$ cat src/rtl/dp_alu_pkg.sv
package dp_alu_pkg;

    localparam int unsigned OPC_W = 4;

    typedef enum logic [OPC_W-1:0] {
        OPC_AND = 4'd0,
        OPC_ORR = 4'd1,
        OPC_EOR = 4'd2,
        OPC_BIC = 4'd3,
        OPC_MVN = 4'd4,
        OPC_ADD = 4'd5,
        OPC_ADC = 4'd6,
        OPC_CMP = 4'd7,
        OPC_TST = 4'd8,
        OPC_TEQ = 4'd9
    } alu_opc_e;

    typedef enum logic [2:0] {
        LU_AND,
        LU_ORR,
        LU_EOR,
        LU_BIC,
        LU_INV
    } lu_sel_e;

    typedef enum logic [1:0] {
        FU_NONE,
        FU_NZ,
        FU_ALL
    } flag_upd_e;

    typedef struct packed {
        logic n;
        logic z;
        logic c;
        logic v;
    } nzcv_t;

endpackage

$ cat src/rtl/dp_alu_logic.sv
module dp_alu_logic
    import dp_alu_pkg::*;
#(
    parameter int unsigned W = 32
) (
    input  logic [W-1:0] a_i,
    input  logic [W-1:0] b_i,
    input  lu_sel_e      sel_i,
    output logic [W-1:0] y_o
);

    always_comb begin
        unique case (sel_i)
            LU_AND:  y_o = a_i & b_i;
            LU_ORR:  y_o = a_i | b_i;
            LU_EOR:  y_o = a_i ^ b_i;
            LU_BIC:  y_o = a_i & ~b_i;
            LU_INV:  y_o = ~b_i;
            default: y_o = '0;
        endcase
    end

endmodule

$ cat src/rtl/dp_alu_addsub.sv
module dp_alu_addsub #(
    parameter int unsigned W = 32
) (
    input  logic [W-1:0] a_i,
    input  logic [W-1:0] b_i,
    input  logic         sub_i,
    input  logic         cin_i,
    output logic [W-1:0] sum_o,
    output logic         cout_o,
    output logic         ovf_o
);

    logic [W-1:0] b_eff;
    logic [W:0]   wide;

    always_comb begin
        // subtraction is A + ~B + 1, so carry out means "no borrow"
        b_eff  = sub_i ? ~b_i : b_i;
        wide   = {1'b0, a_i} + {1'b0, b_eff} + {{W{1'b0}}, cin_i};
        sum_o  = wide[W-1:0];
        cout_o = wide[W];
        ovf_o  = (a_i[W-1] == b_eff[W-1]) && (sum_o[W-1] != a_i[W-1]);
    end

endmodule

$ cat src/rtl/dp_alu_flags.sv
module dp_alu_flags
    import dp_alu_pkg::*;
(
    input  logic      clk,
    input  logic      rst_n,
    input  flag_upd_e upd_i,
    input  nzcv_t     new_i,
    output nzcv_t     flags_o
);

    nzcv_t flags_d, flags_q;

    always_comb begin
        flags_d = flags_q;
        unique case (upd_i)
            FU_NZ: begin
                flags_d.n = new_i.n;
                flags_d.z = new_i.z;
            end
            FU_ALL:  flags_d = new_i;
            default: flags_d = flags_q;
        endcase
    end

    always_ff @(posedge clk or negedge rst_n) begin
        if (!rst_n) flags_q <= '0;
        else        flags_q <= flags_d;
    end

    assign flags_o = flags_q;

    AST_FLAGS_HOLD: assert property (@(posedge clk) disable iff (!rst_n)
        (upd_i == FU_NONE) |=> $stable(flags_q));

    AST_CV_KEPT: assert property (@(posedge clk) disable iff (!rst_n)
        (upd_i == FU_NZ) |=> (flags_q.c == $past(flags_q.c)) && (flags_q.v == $past(flags_q.v)));

endmodule

$ cat src/rtl/dp_alu.sv
module dp_alu
    import dp_alu_pkg::*;
#(
    parameter int unsigned DATA_W = 32
) (
    input  logic              clk,
    input  logic              rst_n,
    input  logic [DATA_W-1:0] op_a,
    input  logic [DATA_W-1:0] op_b,
    input  logic [OPC_W-1:0]  opcode,
    input  logic              set_flags,
    output logic [DATA_W-1:0] result,
    output logic              result_we,
    output logic              flag_n,
    output logic              flag_z,
    output logic              flag_c,
    output logic              flag_v
);

    localparam logic [DATA_W-1:0] ZERO_W = '0;

    typedef struct packed {
        lu_sel_e       lu_sel;
        logic          sub;
        logic          cin;
        logic          use_sum;
        logic          we;
        flag_upd_e     upd;
    } ctrl_t;

    ctrl_t             ctrl_d;
    nzcv_t             flags_q;
    nzcv_t             nzcv_d;
    logic [DATA_W-1:0] lu_y;
    logic [DATA_W-1:0] sum;
    logic              cout;
    logic              ovf;
    logic [DATA_W-1:0] value_d;

    // decode of the operation into unit controls
    always_comb begin
        ctrl_d         = '0;
        ctrl_d.lu_sel  = LU_AND;
        ctrl_d.upd     = FU_NONE;
        unique case (opcode)
            OPC_AND, OPC_ORR, OPC_EOR, OPC_BIC, OPC_MVN: begin
                unique case (opcode)
                    OPC_ORR: ctrl_d.lu_sel = LU_ORR;
                    OPC_EOR: ctrl_d.lu_sel = LU_EOR;
                    OPC_BIC: ctrl_d.lu_sel = LU_BIC;
                    OPC_MVN: ctrl_d.lu_sel = LU_INV;
                    default: ctrl_d.lu_sel = LU_AND;
                endcase
                ctrl_d.we  = 1'b1;
                ctrl_d.upd = set_flags ? FU_NZ : FU_NONE;
            end
            OPC_ADD, OPC_ADC: begin
                ctrl_d.use_sum = 1'b1;
                ctrl_d.cin     = (opcode == OPC_ADC) ? flags_q.c : 1'b0;
                ctrl_d.we      = 1'b1;
                ctrl_d.upd     = set_flags ? FU_ALL : FU_NONE;
            end
            OPC_CMP: begin
                ctrl_d.use_sum = 1'b1;
                ctrl_d.sub     = 1'b1;
                ctrl_d.cin     = 1'b1;
                ctrl_d.upd     = FU_ALL;
            end
            OPC_TST: begin
                ctrl_d.lu_sel = LU_AND;
                ctrl_d.upd    = FU_NZ;
            end
            OPC_TEQ: begin
                ctrl_d.lu_sel = LU_EOR;
                ctrl_d.upd    = FU_NZ;
            end
            default: ctrl_d = ctrl_d;
        endcase
    end

    dp_alu_logic #(.W(DATA_W)) u_logic (
        .a_i   (op_a),
        .b_i   (op_b),
        .sel_i (ctrl_d.lu_sel),
        .y_o   (lu_y)
    );

    dp_alu_addsub #(.W(DATA_W)) u_addsub (
        .a_i    (op_a),
        .b_i    (op_b),
        .sub_i  (ctrl_d.sub),
        .cin_i  (ctrl_d.cin),
        .sum_o  (sum),
        .cout_o (cout),
        .ovf_o  (ovf)
    );

    always_comb begin
        value_d  = ctrl_d.use_sum ? sum : lu_y;
        nzcv_d.n = value_d[DATA_W-1];
        nzcv_d.z = (value_d == ZERO_W);
        nzcv_d.c = cout;
        nzcv_d.v = ovf;
    end

    dp_alu_flags u_flags (
        .clk     (clk),
        .rst_n   (rst_n),
        .upd_i   (ctrl_d.upd),
        .new_i   (nzcv_d),
        .flags_o (flags_q)
    );

    assign result    = ctrl_d.we ? value_d : ZERO_W;
    assign result_we = ctrl_d.we;
    assign flag_n    = flags_q.n;
    assign flag_z    = flags_q.z;
    assign flag_c    = flags_q.c;
    assign flag_v    = flags_q.v;

    AST_TESTS_NO_WRITE: assert property (@(posedge clk) disable iff (!rst_n)
        (opcode == OPC_CMP || opcode == OPC_TST || opcode == OPC_TEQ) |-> (!result_we && result == ZERO_W));

    AST_SUM_ZERO_FLAG: assert property (@(posedge clk) disable iff (!rst_n)
        ((opcode == OPC_ADD || opcode == OPC_ADC) && set_flags) |=> (flag_z == ($past(result) == ZERO_W)));

    AST_CMP_NO_BORROW: assert property (@(posedge clk) disable iff (!rst_n)
        (opcode == OPC_CMP) |=> (flag_c == ($past(op_a) >= $past(op_b))));

    AST_RESERVED_IDLE: assert property (@(posedge clk) disable iff (!rst_n)
        (opcode > OPC_TEQ) |-> (!result_we && result == ZERO_W));

endmodule

$ cat config.mk
export PLATFORM = sky130hd
export DESIGN_NAME = dp_alu
export DESIGN_NICKNAME = d
export VERILOG_FILES = /design/src/rtl/dp_alu_pkg.sv /design/src/rtl/dp_alu_logic.sv /design/src/rtl/dp_alu_addsub.sv /design/src/rtl/dp_alu_flags.sv /design/src/rtl/dp_alu.sv
export SDC_FILE = /design/constraint.sdc
export NUM_CORES = 1
export LEC_CHECK = 0
export BUFFER_PORTS_ARGS = -buffer_cell sky130_fd_sc_hd__clkbuf_2
export CAP_MARGIN = 10
export CORE_AREA = 2 2 105 107
export CTS_CLUSTER_SIZE = 24
export DETAILED_ROUTE_END_ITERATION = 8
export DIE_AREA = 0 0 107 109
export GPL_TIMING_DRIVEN = 0
export PLACE_DENSITY = 0.77
export SYNTH_ARGS = -nofsm -noshare
export SYNTH_HDL_FRONTEND = slang
export SYNTH_SLANG_ARGS = --single-unit
$ cat constraint.sdc
create_clock -name clk -period 4.3 [get_ports clk]
set_input_delay 0.215 -clock clk [delete_from_list [all_inputs] [get_ports clk]]
set_output_delay 0.215 -clock clk [all_outputs]
set_load 0.05 [all_outputs]
==> key figures, run 1 <==
Global routing
  – GRT Residual Overflow: 0
  – Initial antenna violation count: 0
  – Largest net degree at the start of global routing: 20
  – Gr usage total: 0.362
  – Vias in the first global route: 6211
  – First-pass GRT wire length: 33200 um

Floorplan
  – Die W: 107 um
  – I/O Pins: 108
  – Row count: 38
  – Die ar.: 11700 um^2
  – Starting density of the core: 0.502
  – Vert. Die Dim: 109 um
  – Core region area: 10600 um^2

Clocking
  – Clk slew on worst S/H paths: 40 ps
  – Clock Latency Late Sink: 230 ps
  – Root Buffer: clkbuf_8
  – CTS tree: done
  – H-tree depth: 1
  – Clock sink count: 4
  – Bufs on Longest Clock Path: 2
  – Total CTS buffers: 3

Route
  – Pre-antenna DRT Iters: 6
  – Post-Route WL: 21600 um
  – Via-to-Cell Ratio: 6.48
  – 1st-iter DRT viols: 803
  – Antenna viol nets, final: 0
  – DR vias: 7052
  – DR WL/cell: 19.8 um
  – # DRC: 0

Critical path
  – Crit-path max cell delay: 400 ps
  – Largest delay share family, worst path: simple AND/OR/NAND/NOR gates
  – R2R setup slack: 600 ps
  – Critical Path End Type: output pin
  – Crit path from: opcode[0]
  – Reg2reg end: u_flags.flags_o[2]
  – Critical Path Source Type: input port
  – Top cell by count, worst path: fa_2
  – Worst r2r src: u_flags.flags_o[1]
  – CP max-delay cell: fa_2
  – WP buf/inv: 4
  – Critical Path RT: 4090 ps
  – Worst EP arrival: 3970 ps
  – CP Class: input port to output pin
  – Critical path cell sequence: buf_2, buf_8, nand3_4, buf_6, xnor2_1, fa_2, fa_2, nand2b_1, a21oi_2, o21ai_1, or2_1, nor4b_4, or3_1, a31o_2, nor2_4, clkbuf_8
  – Worst Path Max Fanout: 19
  – R2r worst-path depth: 12

Synth
  – Top_reg_cell synth: dfrtp_1
  – Synth Area in Compound Gates: 0.398
  – Post-Syn Instances: 842
  – Syn avg cell area: 6.32 um^2
  – Multiplexer area fraction after synthesis: 0.0172
  – Post-synth EDFFs: 0
  – Synth Area in XOR/XNOR: 0.0724
  – Largest family of logic cells by synthesized area: compound AO/OA/AOI/OAI gates
  – #FFs+latches synth: 4
  – Sequential-to-total area share from yosys stat: 0.0188
  – Post-Syn Nets: 979
  – Post-Synth Simple-Gate Area: 0.238
  – Yosys warns: 0
  – Synth Area in Adders: 0.158
  – Mapped cell area: 5320 um^2
  – Synth async-reset ratio: 1.00
  – Unique masters post-synth: 75

Run
  – Max cap viols: 0

Timing
  – Final Max Tran Viols: 0
  – PnR worst setup slack: 112 ps
  – Tightest Pin Transition: 1070 ps
  – Final min period: 4190 ps
  – WHS: 348 ps
  – Tcrit/Tclk final: 0.974
  – Slew HR: 0.282
  – Final hold vios: 0
  – FMAX: 239 MHz
  – RSZ-0062 raised after global routing: false
  – Setup violations, final: 0
  – Clk_skew: 7.82 ps

Cells and area
  – Nets: 1087
  – Area delta synth->final: 17.4%
  – Storage cell area: 100 um^2
  – Max reg flops: 4
  – # fillers: 1071
  – Share of post-route cells with drive strength above 1: 0.172
  – Area of the multi-input gates: 4800 um^2
  – Finished Cell Area: 6250 um^2
  – Antenna Cells: 0

Placement
  – Post-place setup slack: -894 ps
  – Placed Area: 6120 um^2
  – PortBufs: 107
  – Dpl hpwl: 17300 um
  – Final weighted congestion in routability-driven placement: 1.03

Power and ir drop
  – P_leak: 2.90 nW
  – Pwr/cell area: 188 nW/um^2
  – VDD IR max: 101 uV

Outcome
  – Status: completed

Min path
  – Worst hold path class: input port to asynchronous set/reset pin
Yosys cell counts, drive strengths merged (4+ instances only):
cell	n	area, um^2
a211o	4	35.0
a221oi	10	87.6
nor3	18	90.1
o21a	7	52.6
nand4	12	75.1
nor2	90	338
buf	25	121
nor2b	8	50.1
a21oi	81	405
o31ai	6	50.1
inv	74	278
xnor2	41	359
o32ai	5	43.8
o21bai	4	30.0
o21ai	94	470
mux2i	8	80.1
a21o	16	120
or3	11	68.8
ha	64	801
nor4	9	62.6
a2111o	4	45.0
dfrtp	4	100
nand3	13	65.1
a31oi	10	62.6
a211oi	13	97.6
o211ai	14	105
o22ai	5	31.3
nand2	72	270
a2bb2oi	4	35.0
and3	7	43.8
o2111ai	5	43.8
clkbuf	33	125
worst max-delay path by stage:
stage | to | cells after the start
finish | result[26] | 16
global route | result[26] | 16
floorplan | result[31] | 18
CTS | result[26] | 16
global placement | result[26] | 16
detailed placement | u_flags.flags_o[2] | 18
area by class of cell:
cell class	instances	area share
plain buffers	50	0.0397
clock buffers	3	0.00661
inverters	74	0.0445
multi-input cells	706	0.768
flip-flops and latches	4	0.0160
well taps	140	0.0280
repair buffers	111	0.0967
metrics by stage:
step,total power [mW],cells,setup TNS (ps),util
floorplan,0.763,842,0,-
global placement,1.03,1089,-13330,0.577
detailed placement,1.04,1089,-13670,0.577
CTS,1.13,1087,0,0.586
global route,1.25,1088,0,0.589
finish,1.17,1088,0,0.589
report_power, final:
| part | switching [mW] | total, mW | leakage [nW] | internal (mW) |
|---|---|---|---|---|
| combinational | 0.692 | 1.04 | 2.83 | 0.345 |
| sequential | 0.00676 | 0.0528 | 0.0511 | 0.0461 |
| clock | 0.0226 | 0.0825 | 0.0216 | 0.0599 |
logic make-up after synthesis:
| logic type | after synthesis |
|---|---|
| AO/OA/AOI/OAI | 323 |
| AND/OR/NAND/NOR | 264 |
| buffers and inverters | 132 |
| adder cells (fa/ha/maj) | 66 |
| XOR/XNOR | 44 |
| multiplexers | 9 |
| flip-flops | 4 |
metal layers:
layer	wire length, um	track usage	share of wire	vias to the layer above
li1	-	-	-	3316
met5	0	0	0	-
met2	9030	0.555	0.42	499
met3	3090	0.0628	0.14	53
met4	544	0.0807	0.025	0
met1	8900	0.527	0.41	3184
cell usage in the layout (no fill, tap or decap), types with 9 or more instances in the layout:
cell      count
o21ai_1       9
xnor2_1      41
buf_2        18
nand4_1      12
a21oi_1      79
or3_1        11
clkbuf_2    104
nor2_1       86
a31oi_1      10
clkbuf_1     25
nor3_1       15
nand2_1      72
o21ai_0      85
a221oi_1     10
o211ai_1     14
nand3_1      12
inv_1        74
ha_1         64
a21o_1       16
timing repair:
action,in CTS,in global routing
buffers inserted,1,1
pin swaps,0,1
hold buffers,1,0
cloned,1,0
setup endpoints to repair,27,9
hold endpoints to repair,4,0
resized for setup,13,11
No activity file was read; power rests on OpenSTA's default activity.
==> run 2, diff against run 1 <==
clock period = 3.4 ns   (was 4.3 ns; I/O delays follow)
==> run 2 against run 1 <==
The run now ends with setup timing left; utilization up 14 points; setup slack worse by 450 ps; critical path type is now input port to register; first-iteration DRC count up 54%; design area up 23%; die area unchanged; cell count up 5.7%; register-to-register slack worse by 770 ps; count of clock-buffer cells in the layout unchanged.
==> key figures, run 2 (synthesis gave the netlist of run 1 again) <==
Outcome
  – Status: complete, but fails checks
  – Violated checks: setup timing

Clocking
  – Clk slew on worst S/H paths: 40 ps (about the same)
  – Clock sink count: 4 (unchanged)
  – Total CTS buffers: 3 (unchanged)
  – CTS tree: done
  – H-tree depth: 1 (unchanged)
  – Root Buffer: clkbuf_8
  – Clock Latency Late Sink: 220 ps (about the same)
  – Bufs on Longest Clock Path: 2 (unchanged)

Placement
  – Final weighted congestion in routability-driven placement: 0.978 (-5.3%)
  – Dpl hpwl: 17400 um (+0.52%)
  – Post-place setup slack: -1210 ps (-315 ps)
  – PortBufs: 107 (unchanged)
  – Number of instances in the placed design: 1089 (unchanged)

Timing
  – Tightest Pin Transition: 1040 ps (-29.2 ps)
  – FMAX: 268 MHz
  – RSZ-0062 raised after global routing: true
  – WHS: 293 ps (-55.6 ps)
  – PnR worst setup slack: -337 ps (-449 ps)
  – Final Max Tran Viols: 0 (unchanged)
  – Slew HR: 0.306 (+0.0243)
  – Setup violations, final: 19 (+19)
  – Tcrit/Tclk final: 1.10
  – Final hold vios: 0 (unchanged)
  – Final min period: 3740 ps
  – Clk_skew: 6.96 ps (-0.861 ps)

Route
  – DR WL/cell: 21.2 um (+7.1%)
  – Pre-antenna DRT Iters: 6 (unchanged)
  – Antenna viol nets, final: 0 (unchanged)
  – Post-Route WL: 24400 um (+13%)
  – DR vias: 7759 (+10%)
  – Via-to-Cell Ratio: 6.75 (+4.1%)
  – # DRC: 0 (unchanged)
  – 1st-iter DRT viols: 1237 (+54%)

Cells and area
  – Share of post-route cells with drive strength above 1: 0.316 (+0.144)
  – Area delta synth->final: 44.5%
  – Commonest non-fill, non-tap cell in the layout: clkbuf_2
  – Most frequent cells in the layout: clkbuf_2 (84), inv_1 (74), nor2_1 (73)
  – Antenna Cells: 0 (unchanged)
  – Fin util: 0.725 (+0.136)
  – Final Non-Filler Cells: 1150 (+5.7%)
  – Nets: 1149 (+5.7%)
  – Max reg flops: 4 (unchanged)

Critical path
  – WP buf/inv: 8 (+4)
  – Largest delay share family, worst path: compound AO/OA/AOI/OAI gates
  – Critical Path RT: 3520 ps (-570 ps)
  – Worst EP arrival: 3860 ps (-110 ps)
  – Worst Path Max Fanout: 7 (-12)
  – Crit-path max cell delay: 420 ps (+20 ps)
  – Critical Path End Type: register
  – R2r worst-path depth: 15 (+3)
  – Critical path cell sequence: buf_12, buf_8, nor2b_4, nand3_4, buf_12, buf_12, xnor2_4, ha_4, o21a_1, o211ai_1, buf_4, a2111o_1, o211ai_1, buf_4, buf_4, buf_6, xnor2_2, o2bb2ai_2, o2111a_1, nand4_1, o31ai_2
  – CP Class: input port to register
  – Crit. path cell count: 21 (+5)
  – Critical Path Source Type: input port
  – CP max-delay cell: a2111o_1

Global routing
  – Largest net degree at the start of global routing: 15 (-25%)
  – GRT Residual Overflow: 0 (unchanged)
  – Vias in the first global route: 6893 (+11%)
  – First-pass GRT wire length: 36200 um (+8.9%)
  – Gr usage total: 0.394 (+0.0322)
  – Initial antenna violation count: 0 (unchanged)

Floorplan
  – Starting density of the core: 0.502 (unchanged)
  – Die ar.: 11700 um^2 (unchanged)
  – Core region area: 10600 um^2 (unchanged)
  – I/O Pins: 108 (unchanged)
  – Row count: 38 (unchanged)
  – Vert. Die Dim: 109 um (unchanged)
  – Die W: 107 um (unchanged)

Power and ir drop
  – P_leak: 3.48 nW (+20%)
  – VDD IR max: 164 uV (+62%)
  – Final total power: 1.86 mW (+58%)
  – Pwr/cell area: 241 nW/um^2 (+29%)

Min path
  – Worst hold path class: input port to asynchronous set/reset pin

Run
  – Max cap viols: 0 (unchanged)
==> run 2: path summary, 6_finish.rpt <==
path / start / to / slack (ps)
worst max-delay path: opcode[3] / u_flags.flags_o[2] / -340
worst max register to register: u_flags.flags_o[1] / u_flags.flags_o[2] / -170
worst min-delay path: rst_n / u_flags.flags_o[3] / 290
min in group clk: op_a[31] / u_flags.flags_o[0] / 430
max in group asynchronous: rst_n / u_flags.flags_o[0] / 2970
worst min register to register: u_flags.flags_o[3] / u_flags.flags_o[3] / 520
==> run 2: what timing repair did <==
action	4_1_cts	5_1_grt
hold buffers	1	0
hold endpoints to repair	4	0
setup buffers	45	16
gates cloned	1	0
pin swaps	39	36
resized for setup	117	104
endpoints found under the setup margin	37	32
==> run 2: layer usage <==
metal  global-route usage  part of all wire  wire [um]  up-vias
met5                    0                 0          0        -
met1                0.536              0.38       9180     3512
met4                0.138             0.054       1310        0
li1                     -                 -          -     3445
met3               0.0986              0.15       3720      148
met2                0.604              0.42      10200      654
==> run 2: worst reg2reg max path, delay by kind of cell, from the launching register on <==
kind / cells / cell delay (ps)
DFF: 1 / 410
xor gates and xnor gates: 1 / 120
and+or+nand+nor: 3 / 470
buffers and inverters: 4 / 500
AOI/OAI and AO/OA: 6 / 1670
adders and majority gates: 1 / 300
==> run 2: through the flow <==
step                TNS (ps)  cell area [um^2]
finish                 -3690              7690
global route           -4310              7690
CTS                    -2960              7210
detailed placement    -28140              6330
global placement      -27680              6330
floorplan              -2060              5620
==> run 2: final cells by class <==
class	instances	area, um^2
multi-input cells	706	5440
fillers	825	2910
repair buffers	170	1280
plain buffers	53	369
inverters	74	278
well taps	140	175
flip-flops and latches	4	100
clock buffers	3	41.3
==> run 2: power breakdown <==
part / leakage [nW] / total, mW / switching (mW) / internal [mW]
combinational: 3.40 / 1.69 / 1.04 / 0.646
clock: 0.0216 / 0.104 / 0.0284 / 0.0758
sequential: 0.0511 / 0.0672 / 0.00893 / 0.0583
